`src/rtl/frame_pulse_gen.sv`:
```
module frame_pulse_gen #(
  parameter int FRAME_BITS = 12,
  parameter int W_SHORT    = 1,
  parameter int W_DBL      = 2,
  parameter int W_QUAD     = 4,
  parameter int W_OCT      = 8,
  parameter int W_SYNC     = 16,
  parameter int DIV_FAST   = 3,
  parameter int DIV_SLOW   = 4
) (
  input  logic clk,
  input  logic rst,
  input  logic en,
  output logic fs_short_n,
  output logic fs_dbl_n,
  output logic fs_quad,
  output logic fs_oct_n,
  output logic fs_sync,
  output logic bclk_4m,
  output logic bclk_2m
);

  localparam logic [FRAME_BITS-1:0] LIM_SHORT = FRAME_BITS'(W_SHORT);
  localparam logic [FRAME_BITS-1:0] LIM_DBL   = FRAME_BITS'(W_DBL);
  localparam logic [FRAME_BITS-1:0] LIM_QUAD  = FRAME_BITS'(W_QUAD);
  localparam logic [FRAME_BITS-1:0] LIM_OCT   = FRAME_BITS'(W_OCT);
  localparam logic [FRAME_BITS-1:0] LIM_SYNC  = FRAME_BITS'(W_SYNC);

  logic [FRAME_BITS-1:0] cnt;
  logic                  clr;

  assign clr = rst || !en;

  always_ff @(posedge clk) begin
    if (clr) begin
      cnt        <= '0;
      fs_short_n <= 1'b1;
      fs_dbl_n   <= 1'b1;
      fs_quad    <= 1'b0;
      fs_oct_n   <= 1'b1;
      fs_sync    <= 1'b0;
      bclk_4m    <= 1'b0;
      bclk_2m    <= 1'b0;
    end else begin
      cnt        <= cnt + 1'b1;
      fs_short_n <= !(cnt < LIM_SHORT);
      fs_dbl_n   <= !(cnt < LIM_DBL);
      fs_quad    <= cnt < LIM_QUAD;
      fs_oct_n   <= !(cnt < LIM_OCT);
      fs_sync    <= cnt < LIM_SYNC;
      bclk_4m    <= !cnt[DIV_FAST-1];
      bclk_2m    <= !cnt[DIV_SLOW-1];
    end
  end

endmodule

```
`config.mk`:
```
export PLATFORM = sky130hd
export DESIGN_NAME = frame_pulse_gen
export DESIGN_NICKNAME = d
export VERILOG_FILES = /design/src/rtl/frame_pulse_gen.sv
export SDC_FILE = /design/constraint.sdc
export NUM_CORES = 1
export LEC_CHECK = 0
export ABC_AREA = 1
export BUFFER_PORTS_ARGS = -buffer_cell sky130_fd_sc_hd__buf_2
export CAP_MARGIN = 5
export CORE_UTILIZATION = 50
export CTS_BUF_LIST = sky130_fd_sc_hd__clkbuf_4 sky130_fd_sc_hd__clkbuf_8
export CTS_CLUSTER_SIZE = 40
export DETAILED_ROUTE_END_ITERATION = 8
export GPL_TIMING_DRIVEN = 0
export PLACE_DENSITY = 0.82
export RECOVER_POWER = 25
export SKIP_CTS_REPAIR_TIMING = 1
export SYNTH_ARGS = -nofsm -noshare
export SYNTH_HDL_FRONTEND = slang
export SYNTH_SLANG_ARGS = --single-unit
```
`constraint.sdc`:
```
create_clock -name clk -period 1.8 [get_ports clk]
set_input_delay 0.09 -clock clk [delete_from_list [all_inputs] [get_ports clk]]
set_output_delay 0.09 -clock clk [all_outputs]
set_load 0.01 [all_outputs]
```
==> results.py <==
metrics = {
    "status": {
        "outcome": "completed",
    },
    "global_routing": {
        "grt_use_met1": 0.232,
        "grt_pass1_wl_mm": 1.89,
        "grt_max_degree": 13,
        "top_usage_layer": "met1",
        "antenna_found_initial": 0,
        "use_met2": 0.230,
        "grt_util_met3": 0.0798,
        "grt.total_usage": 0.175,
        "grt.overflow.total": 0,
        "grt_pass1_vias": 450,
    },
    "setup_path": {
        "critical_path_class": "flip-flop to flip-flop",
        "critPathArrivalTime_ns": 1.42,
        "rrSetupSlack_ns": 0.58,
        "critPathCapture": "cnt[8]$_SDFF_PP0_",
        "reg2reg_to": "cnt[8]$_SDFF_PP0_",
        "slowest_stage": "dfxtp_1",
        "crit_fanout": 5,
        "path_cells": "ha_1, nand2_1, nor2_2, nand3_1, nand2_1, nor2_1",
        "reg2regPathDepth": 6,
        "cp-start-kind": "flip-flop",
        "crit_required_ns": 2.00,
        "crit_top_cell": "nand2_1",
        "cp_slowest_stage_delay_ns": 0.39,
        "endpoint_kind": "flip-flop",
        "r2r-start": "cnt[0]$_SDFF_PP0_",
        "crit_start": "cnt[0]$_SDFF_PP0_",
    },
    "floorplanning": {
        "fp.dieW_um": 41.4,
        "coreArea_um2": 1370,
        "boundaryPins": 10,
        "die-area_um2": 1710,
        "rows": 13,
        "start_util": 0.568,
        "die_h_um": 41.4,
    },
    "final_layout": {
        "syn2layout_area_growth_pct": 11.5,
        "fill_cells": 121,
        "antenna_cells": 0,
        "layout.nets": 120,
        "layout.cells.non_filler": 129,
        "drive_gt1_frac": 0.158,
    },
    "synthesis": {
        "ys_ff_latch": 19,
        "synth_cells": 101,
        "synth_warnings": 0,
        "syn_area_per_cell_um2": 7.68,
        "synth_seq_area_share": 0.490,
        "netlist_area_um2": 776,
        "synth_cell_types": 17,
        "syn-num-nets": 106,
    },
    "route": {
        "wl_per_cell_um": 9.12,
        "vias": 648,
        "dr.pass1.iters": 4,
        "drc_errors": 0,
        "drtIter0Drc": 22,
        "drt_wl_total_mm": 1.18,
        "drt-vias-per-instance": 5.02,
        "route.antenna.remaining_nets": 0,
    },
    "timing": {
        "slew_viol_final": 0,
        "slew_headroom": 0.838,
        "worst_pin_slew_ns": 0.242,
        "tns_ns": 0,
        "clock-skew-final_ns": 0.00481,
        "rsz0062_at_grt": "false",
        "fin_ws_ns": 0.584,
        "fin_crit_sh": 0.676,
        "max_freq_ghz": 0.822,
        "period_minus_slack_ns": 1.22,
        "finalHoldViolations": 0,
        "setup_viol_count_final": 0,
        "holdWs_ns": 0.0682,
    },
    "clock_tree": {
        "cts_buffers": 3,
        "cts_root_buf": "clkbuf_4",
        "clk_pin_slew_ns": 0.11,
        "clock_sinks": 19,
        "clock_latency_ns": 0.30,
        "cts_tree": "built",
        "cts_buffer_depth": 2,
        "h-tree-depth": 1,
    },
    "pwr": {
        "p_seq_frac": 0.631,
        "p_int_w": 0.000529,
        "power_w": 0.000689,
        "switching_share": 0.232,
        "p_comb_frac": 0.052,
        "irDropWorstVdd_mv": 0.546,
        "p_leak_nw": 0.349,
        "power_density_nw_per_um2": 797,
        "power.switching_w": 0.000160,
        "clockPowerShare": 0.317,
    },
    "place": {
        "post-dp-hpwl_um": 902,
        "dp.cells": 125,
        "post-place-ws_ns": 0.620,
        "gp_congestion": 0.756,
        "io_buffers": 9,
    },
    "job": {
        "maxCapViolCount": 0,
    },
    "hold_path": {
        "hp-class": "input pin to flip-flop",
    },
}
## cells in the mapped netlist
master	instances	area (um^2)
dfxtp_1	19	380
nand3b_1	1	7.51
o21a_1	1	7.51
nor2_1	15	56.3
nand2_2	1	6.26
nor2_2	3	18.8
nand2_1	20	75.1
a21oi_1	6	30.0
nand3_1	7	35.0
o21ai_1	1	5.00
inv_2	1	3.75
inv_1	13	48.8
nor2_4	3	33.8
nand4_1	2	12.5
o21ai_0	2	10.0
nor3_1	4	20.0
ha_1	2	25.0
## worst min path at each step
stage	end	cells past startpoint	slack (ns)	start
4_1_cts	cnt[8]$_SDFF_PP0_	4	0.06	rst
3_5_place_dp	cnt[8]$_SDFF_PP0_	4	0.39	rst
2_1_floorplan	cnt[8]$_SDFF_PP0_	3	0.25	rst
6_report	cnt[8]$_SDFF_PP0_	4	0.07	rst
3_3_place_gp	cnt[10]$_SDFF_PP0_	4	0.38	rst
5_1_grt	cnt[10]$_SDFF_PP0_	4	0.06	rst
## kinds of logic after synthesis
kind of cell | Yosys count | synth area share
adders and majority gates | 2 | 0.0323
buffers and inverters | 14 | 0.0677
and+or+nand+nor | 56 | 0.342
DFF | 19 | 0.490
AOI/OAI and AO/OA | 10 | 0.0677
## power groups by stage
| stage | registers [W] | clock network [W] | logic [W] |
|---|---|---|---|
| after CTS | 0.000435 | 0.000226 | 0.0000378 |
| after global placement | 0.000444 | 0 | 0.0000368 |
| after global routing | 0.000437 | 0.000248 | 0.0000434 |
| final | 0.000435 | 0.000218 | 0.0000359 |
| after detailed placement | 0.000444 | 0 | 0.0000376 |
| after floorplan | 0.000450 | 0 | 0.0000184 |
## layout by cell type (no fill, tap or decap), types with 2 or more instances in the layout
master	count
nor2_2	2
o21ai_0	2
nand3_1	7
a21oi_1	6
buf_2	7
clkbuf_4	3
nand2_1	20
inv_1	13
clkbuf_1	2
ha_1	2
dfxtp_1	19
nor3_1	4
nor2_4	3
nor2_1	16
nand4_1	2
## registers in the layout, indices dropped and copies added (netlist names)
register    flops
cnt            12
bclk_2m         1
bclk_4m         1
fs_dbl_n        1
fs_oct_n        1
fs_quad         1
fs_short_n      1
fs_sync         1
## through the flow
| step | area, um^2 | util |
|---|---|---|
| floorplan | 776 | - |
| global placement | 840 | 0.614 |
| detailed placement | 840 | 0.614 |
| CTS | 870 | 0.636 |
| global route | 865 | 0.633 |
| finish | 865 | 0.633 |
## per-layer routing
metal	share of wire	wire length, um	vias up
met4	0.021	25	0
met3	0.054	63	5
li1	-	-	345
met2	0.42	494	19
met5	0	0	-
met1	0.51	595	279
## area by class of cell
class                      count  area, um^2  share of cell area
timing repair buffer           9        42.5              0.0492
multi-input combinational     68         340               0.394
inverter                      14        52.6              0.0608
clock buffer                   3        22.5              0.0260
clock inverter                 1        7.51             0.00868
tap                           15        18.8              0.0217
sequential                    19         380               0.440
## critical path, delay by kind of cell (launching register included)
kind / cells / cell delay, ns
flip-flops: 1 / 0.39
adder cells (fa/ha/maj): 1 / 0.18
AND/OR/NAND/NOR: 5 / 0.55
Note: power is estimated with default switching activity, not from simulation.
